<file path="src/rtl/tdm_deser_pkg.sv">
package tdm_deser_pkg;

  // Timeslot index of a frame bit position.
  function automatic int slot_of(input int pos, input int slot_bits);
    return pos / slot_bits;
  endfunction

  // Bit index inside its timeslot (0 = first bit on the line).
  function automatic int bit_of(input int pos, input int slot_bits);
    return pos % slot_bits;
  endfunction

  // True when the position holds the final bit of a timeslot.
  function automatic bit ends_slot(input int pos, input int slot_bits);
    return bit_of(pos, slot_bits) == slot_bits - 1;
  endfunction

  // Position that follows pos within a frame of frame_bits bits.
  function automatic int advance_pos(input int pos, input int frame_bits);
    return (pos >= frame_bits - 1) ? 0 : pos + 1;
  endfunction

endpackage

</file>
<file path="src/rtl/tdm_bit_counter.sv">
module tdm_bit_counter
  import tdm_deser_pkg::*;
#(
  parameter int SLOT_BITS = 8,
  parameter int NUM_SLOTS = 32,
  localparam int FRAME_BITS = SLOT_BITS * NUM_SLOTS,
  localparam int CNT_W = $clog2(FRAME_BITS),
  localparam int SLOT_W = $clog2(NUM_SLOTS)
) (
  input  logic              clk,
  input  logic              rst_n,
  input  logic              sync_in,
  output logic [CNT_W-1:0]  pos,
  output logic [SLOT_W-1:0] cur_slot,
  output logic              last_bit
);

  // pos = frame position of the bit sampled at the coming edge
  always_ff @(posedge clk or negedge rst_n) begin
    if (!rst_n)
      pos <= '0;
    else if (sync_in)
      pos <= '0;
    else
      pos <= CNT_W'(advance_pos(int'(pos), FRAME_BITS));
  end

  always_comb begin
    cur_slot = SLOT_W'(slot_of(int'(pos), SLOT_BITS));
    last_bit = ends_slot(int'(pos), SLOT_BITS);
  end

  // sync always restarts the frame count
  p_sync_restart_r2: assert property (@(posedge clk) disable iff (!rst_n)
    sync_in |=> (pos == '0));

  // final frame bit rolls over to zero
  p_frame_wrap_r3: assert property (@(posedge clk) disable iff (!rst_n)
    (int'(pos) == FRAME_BITS - 1 && !sync_in) |=> (pos == '0));

  // count never leaves the frame
  p_pos_range_r3: assert property (@(posedge clk) disable iff (!rst_n)
    int'(pos) < FRAME_BITS);

endmodule

</file>
<file path="src/rtl/tdm_sipo.sv">
module tdm_sipo #(
  parameter int WIDTH = 8
) (
  input  logic             clk,
  input  logic             rst_n,
  input  logic             ser_in,
  output logic [WIDTH-1:0] word,
  output logic [WIDTH-1:0] next_word
);

  // Stage 0 takes the line; each later stage takes its lower neighbour,
  // so the earliest bit ends up in the MSB.
  for (genvar i = 0; i < WIDTH; i++) begin : g_stage
    logic d_in;
    if (i == 0) begin : g_head
      assign d_in = ser_in;
    end else begin : g_body
      assign d_in = word[i-1];
    end
    always_ff @(posedge clk or negedge rst_n) begin
      if (!rst_n) word[i] <= 1'b0;
      else        word[i] <= d_in;
    end
  end

  // Contents as they will stand after the coming edge.
  assign next_word = {word[WIDTH-2:0], ser_in};

  // new line bit enters at the LSB, older bits move toward the MSB
  p_shift_msb_first_r4: assert property (@(posedge clk) disable iff (!rst_n)
    1'b1 |=> (word[0] == $past(ser_in)) && (word[WIDTH-1:1] == $past(word[WIDTH-2:0])));

endmodule

</file>
<file path="src/rtl/tdm_hold_stage.sv">
module tdm_hold_stage #(
  parameter int WIDTH  = 8,
  parameter int SLOT_W = 5
) (
  input  logic              clk,
  input  logic              rst_n,
  input  logic              capture,
  input  logic [WIDTH-1:0]  cap_word,
  input  logic [SLOT_W-1:0] cap_slot,
  output logic [WIDTH-1:0]  hold_data,
  output logic [SLOT_W-1:0] hold_slot,
  output logic              hold_valid
);

  always_ff @(posedge clk or negedge rst_n) begin
    if (!rst_n) begin
      hold_data  <= '0;
      hold_slot  <= '0;
      hold_valid <= 1'b0;
    end else begin
      hold_valid <= capture;
      if (capture) begin
        hold_data <= cap_word;
        hold_slot <= cap_slot;
      end
    end
  end

  // outputs only move together with a strobe
  p_hold_keep_r7: assert property (@(posedge clk) disable iff (!rst_n)
    !hold_valid |-> ($stable(hold_data) && $stable(hold_slot)));

endmodule

</file>
<file path="src/rtl/tdm_slot_deser.sv">
module tdm_slot_deser #(
  parameter int SLOT_BITS = 8,
  parameter int NUM_SLOTS = 32,
  localparam int FRAME_BITS = SLOT_BITS * NUM_SLOTS,
  localparam int CNT_W = $clog2(FRAME_BITS),
  localparam int SLOT_W = $clog2(NUM_SLOTS)
) (
  input  logic                 clk,
  input  logic                 rst_n,
  input  logic                 ser_in,
  input  logic                 sync_in,
  output logic [SLOT_BITS-1:0] hold_data,
  output logic [SLOT_W-1:0]    hold_slot,
  output logic                 hold_valid
);

  // Named internal events
  logic [CNT_W-1:0]     pos;
  logic [SLOT_W-1:0]    cur_slot;
  logic                 last_bit;
  logic [SLOT_BITS-1:0] sipo_word;
  logic [SLOT_BITS-1:0] sipo_next;

  tdm_bit_counter #(
    .SLOT_BITS (SLOT_BITS),
    .NUM_SLOTS (NUM_SLOTS)
  ) u_counter (
    .clk      (clk),
    .rst_n    (rst_n),
    .sync_in  (sync_in),
    .pos      (pos),
    .cur_slot (cur_slot),
    .last_bit (last_bit)
  );

  tdm_sipo #(
    .WIDTH (SLOT_BITS)
  ) u_sipo (
    .clk       (clk),
    .rst_n     (rst_n),
    .ser_in    (ser_in),
    .word      (sipo_word),
    .next_word (sipo_next)
  );

  tdm_hold_stage #(
    .WIDTH  (SLOT_BITS),
    .SLOT_W (SLOT_W)
  ) u_hold (
    .clk        (clk),
    .rst_n      (rst_n),
    .capture    (last_bit),
    .cap_word   (sipo_next),
    .cap_slot   (cur_slot),
    .hold_data  (hold_data),
    .hold_slot  (hold_slot),
    .hold_valid (hold_valid)
  );

  // strobe follows only the last bit of a timeslot
  p_strobe_on_last_r5: assert property (@(posedge clk) disable iff (!rst_n)
    hold_valid |-> $past(last_bit));

  // strobe never lasts two cycles
  p_strobe_single_r5: assert property (@(posedge clk) disable iff (!rst_n)
    hold_valid |=> !hold_valid);

  // captured byte equals the shift register with the final bit included
  p_hold_word_r4: assert property (@(posedge clk) disable iff (!rst_n)
    hold_valid |-> (hold_data == $past(sipo_next)) && (hold_data == sipo_word));

  // tag matches the slot being completed
  p_hold_slot_r6: assert property (@(posedge clk) disable iff (!rst_n)
    hold_valid |-> (hold_slot == $past(cur_slot)));

  // no strobe in the cycle after the first post-sync bit
  p_sync_gap_r9: assert property (@(posedge clk) disable iff (!rst_n)
    sync_in |=> ##1 !hold_valid);

  // outputs cleared while reset is held
  always_comb begin
    if (!rst_n) begin
      a_reset_clear_r8: assert (hold_data == '0 && hold_slot == '0 && !hold_valid);
    end
  end

endmodule

</file>
<file path="config.mk">
export PLATFORM = sky130hd
export DESIGN_NAME = tdm_slot_deser
export DESIGN_NICKNAME = d
export VERILOG_FILES = /design/src/rtl/tdm_deser_pkg.sv /design/src/rtl/tdm_bit_counter.sv /design/src/rtl/tdm_sipo.sv /design/src/rtl/tdm_hold_stage.sv /design/src/rtl/tdm_slot_deser.sv
export SDC_FILE = /design/constraint.sdc
export NUM_CORES = 1
export LEC_CHECK = 0
export ABC_AREA = 1
export CAP_MARGIN = 20
export CORE_ASPECT_RATIO = 0.7
export CORE_MARGIN = 3
export CORE_UTILIZATION = 57
export DETAILED_ROUTE_END_ITERATION = 16
export GPL_TIMING_DRIVEN = 0
export MAX_ROUTING_LAYER = met4
export PLACE_DENSITY = 0.84
export SYNTH_ARGS = -nofsm -noshare
export SYNTH_HDL_FRONTEND = slang
export SYNTH_HIERARCHICAL = 1
export SYNTH_SLANG_ARGS = --single-unit
export TNS_END_PERCENT = 50
</file>
<file path="constraint.sdc">
create_clock -name clk -period 2.37 [get_ports clk]
set_clock_uncertainty 0.05 [all_clocks]
set_input_delay 0.237 -clock clk [delete_from_list [all_inputs] [get_ports clk]]
set_output_delay 0.237 -clock clk [all_outputs]
set_load 0.02 [all_outputs]
</file>
* Word-level counts from Yosys, hierarchy flattened
Index checks and enable logic that the tools add are counted.
** Cells by class
- $lt $le $gt $ge :: 1
- Div/mod/pow operators :: 0
- Bitwise gates (word level) :: 0
- Reduce and logical (&&, ||, !) cells :: 0
- Multiply operators :: 0
- Equal/unequal tests :: 1
- Shift-type cells :: 0
- Muxes and demuxes :: 2
- $add $sub $neg :: 1
** Operators by type and width (count)
- two-way mux 8 bit :: 2
- adder 8 x 1 -> 8 bit, second input constant :: 1
- greater-or-equal comparator 8 bit, second input constant :: 1
- == test 3 x 1 -> 1 bit, second input constant :: 1
** Storage, ports and cells
- Memory bits (writable) :: 0
- ROM bits :: 0
- Bits in latches :: 0
- Output and inout bits :: 14
- Register bits :: 29
- Memories kept :: 0

* Longest topological paths before layout
- Word-level depth :: 3
- Mapped depth :: 6

* Cells and area by module
The synthesis kept the hierarchy.
** By module, submodules not included
- tdm_hold_stage :: cells an instance 56, instances 1, seq. area each 350.3 µm², area each 519.2 µm²
- tdm_bit_counter :: cells an instance 56, instances 1, seq. area each 200.2 µm², area each 461.7 µm²
- tdm_sipo :: cells an instance 23, instances 1, seq. area each 200.2 µm², area each 312.8 µm²

* Least setup slack after synthesis
OpenSTA, ideal clock, no wires.
- Path type :: register to register
- From :: register u_counter.pos[0]
- To :: register u_hold.hold_slot[0]
- Slack :: 1.057 ns
- Period minus slack after synthesis :: 1.313 ns
- Arrival :: 1.146 ns
- Path buffers :: 1
- Cell stages (with the launch flop) :: 6
- Cells stage by stage :: dfrtp_1 ha_1 ha_1 buf_4 nand2_1 nand2_1
** Between the ends
- Cells in the longest elaborated chain, start to end :: 1
** RTL lines
- start, declared :: line tdm_bit_counter.sv:13 : output logic [CNT_W-1:0] pos,
- start signal, assigned :: line tdm_bit_counter.sv:25 : pos <= CNT_W'(advance_pos(int'(pos), FRAME_BITS));
- == test 3 x 1 -> 1 bit :: line tdm_deser_pkg.sv:15 : return bit_of(pos, slot_bits) == slot_bits - 1;
- via last_bit :: line tdm_slot_deser.sv:20 : logic last_bit;
- end signal, assigned :: line tdm_hold_stage.sv:24 : hold_slot <= cap_slot;
- end, declared :: line tdm_hold_stage.sv:11 : output logic [SLOT_W-1:0] hold_slot,
The timed path passes the listed nets, and every way through them passes these cells.
A chain may end at the register's enable or synchronous reset.

* Final worst setup path
- From :: register u_hold.hold_slot[0]
- To :: output hold_slot[0]
** RTL lines
- end, declared :: line tdm_slot_deser.sv:13 : output logic [SLOT_W-1:0] hold_slot,
No word-level cell between the ends.

==> impl_metrics.json <==
{
  "power_switching_w": 0.0002385,
  "drt_iter0_markers": 21,
  "clk_latency_ns": 0.31,
  "layout_common_cells": "nand2_1 (51), dfrtp_1 (29), clkdlybuf4s50_1 (17), nor2_1 (10), buf_4 (9)",
  "wl_per_cell_um": 11.66,
  "ff2ff_path_depth": 6,
  "dr_total_vias": 815,
  "dieWidth_um": 60.35,
  "rrSetupSlack_ns": 0.89,
  "place_congestion": 0.8165,
  "p_seq_frac": 0.561,
  "synth_cells": 122,
  "multi_input_area_um2": 344.1,
  "fp.dieH_um": 44.05,
  "place_area_um2": 1404,
  "slew_headroom": 0.5676,
  "path_clk_slew_ns": 0.08,
  "max_slew.worst_pin.slew_ns": 0.6465,
  "p_sw_frac": 0.2451,
  "num_rows": 13,
  "clock_path_buffers": 2,
  "reg2reg_to": "u_hold/hold_data[4]",
  "antenna_found_initial": 0,
  "timing.critical_path.cells": "clkdlybuf4s50_1",
  "vias_per_cell": 4.822,
  "grt_setup_unrepaired": "false",
  "cp_max_fo": 2,
  "n_antenna_cell": 0,
  "irDropWorstVdd_v": 0.0005711,
  "power_density_nw_per_um2": 667.0,
  "wl_mm": 1.971,
  "htree_levels": 2,
  "path_buf_inv": 1,
  "numClockSinks": 29,
  "netlist_area_um2": 1179,
  "crit_family": "buffers and inverters",
  "holdWs_ns": 0.2674,
  "syn_avg_cell_area_um2": 9.661,
  "root_buffer": "clkbuf_4",
  "grt_pass1_vias": 790,
  "pwr-share-comb": 0.141,
  "postCtsSetupRepairBufs": 0,
  "core_area_um2": 1903,
  "maxCapViolCount": 0,
  "grt_pass1_wl_mm": 3.415,
  "cts_resized": 0,
  "min_path_type": "in2async",
  "drtPass1Iterations": 5,
  "fmax_ghz": 0.6316,
  "grtUsageTotal": 0.1944,
  "layout-drive-gt1-share": 0.1565,
  "finalHoldViolCount": 0,
  "path_class": "reg2out",
  "cp-start-kind": "flop",
  "finish.net_count": 153,
  "drc": 0,
  "yosysWarningCount": 6,
  "status": "finished, final reports clean",
  "cts_hold_buf": 0,
  "slew_viol_final": 0,
  "syn-num-nets": 128,
  "leakagePower_nw": 0.7428,
  "finalSetupViolCount": 0,
  "pin_count": 18,
  "reg2reg_from": "u_counter/pos[0]",
  "dpl.hpwl_mm": 1.417,
  "cts_buffers": 5,
  "regArea_um2": 725.7,
  "ant_nets": 0,
  "start_util": 0.6193,
  "intPower_w": 0.0007346,
  "layout_min_cycle_time_ns": 1.583,
  "area_delta_synth_final_pct": 23.78,
  "max_stage_delay_ns": 0.61,
  "fin_area_um2": 1459,
  "p_clk_frac": 0.298,
  "grt_max_degree": 18,
  "fillers": 147,
  "cts_tree": "done",
  "dieArea_um2": 2658,
  "fin_crit_sh": 0.6681,
  "cp.required_ns": 2.08,
  "crit_arrival_ns": 1.30,
  "cp-end-kind": "output port",
  "cp_slowest_cell": "clkdlybuf4s50_1",
  "final_common_cell": "nand2_1",
  "io_buffers": 17,
  "grt_overflow": 0,
  "fin_tns_setup_ns": 0
}
## worst max path at each step
| stage | startpoint | end | depth (start not counted) |
|---|---|---|---|
| after floorplan | u_counter/pos[0] | u_hold/hold_slot[0] | 5 |
| after global placement | rst_n | u_counter/pos[0] | 1 |
| after detailed placement | u_counter/pos[0] | u_hold/hold_slot[1] | 6 |
| after CTS | u_hold/hold_data[4] | hold_data[4] | 1 |
| after global routing | u_hold/hold_slot[3] | hold_slot[3] | 1 |
| final | u_hold/hold_slot[0] | hold_slot[0] | 1 |
## final cells by class
| class | count | share of cell area |
|---|---|---|
| Buffer | 10 | 0.05403 |
| Clock buffer | 7 | 0.03774 |
| Inverter | 8 | 0.02058 |
| Multi-Input combinational cell | 75 | 0.2358 |
| Sequential cell | 29 | 0.4974 |
| Tap cell | 22 | 0.01887 |
| Timing Repair Buffer | 18 | 0.1355 |
## routing by layer
layer	track usage	wire length, µm	vias up
met5	-	0	-
met4	0.1195	34	0
met3	0.07289	145	5
met2	0.2823	871	23
met1	0.2294	920	375
li1	-	-	412
## registers in the layout, indices dropped and copies added (netlist names)
signal / flops
u_sipo/g_stage.d_in: 7
u_counter/pos: 8
u_hold/hold_valid: 1
u_hold/hold_data: 8
u_hold/hold_slot: 5
## per-stage QoR
step	instances	setup slack [ns]	power [W]	utilization
5_1_grt	169	0.7082	0.001028	0.7666
6_report	169	0.7867	0.0009732	0.7666
3_3_place_gp	161	0.6021	0.0006848	0.7232
3_5_place_dp	162	0.9002	0.0006941	0.7377
4_1_cts	169	0.7634	0.0009891	0.7666
2_1_floorplan	122	1.057	0.0006191	-
## power groups by stage
stage	logic (W)	clock network (W)	registers (W)
global route	0.000150	0.000327	0.000551
finish	0.000137	0.000290	0.000546
detailed placement	0.000139	0	0.000555
CTS	0.000140	0.000303	0.000546
global placement	0.000131	0	0.000554
floorplan	0.0000369	0	0.000582
Power figures use the tool's default switching activity.
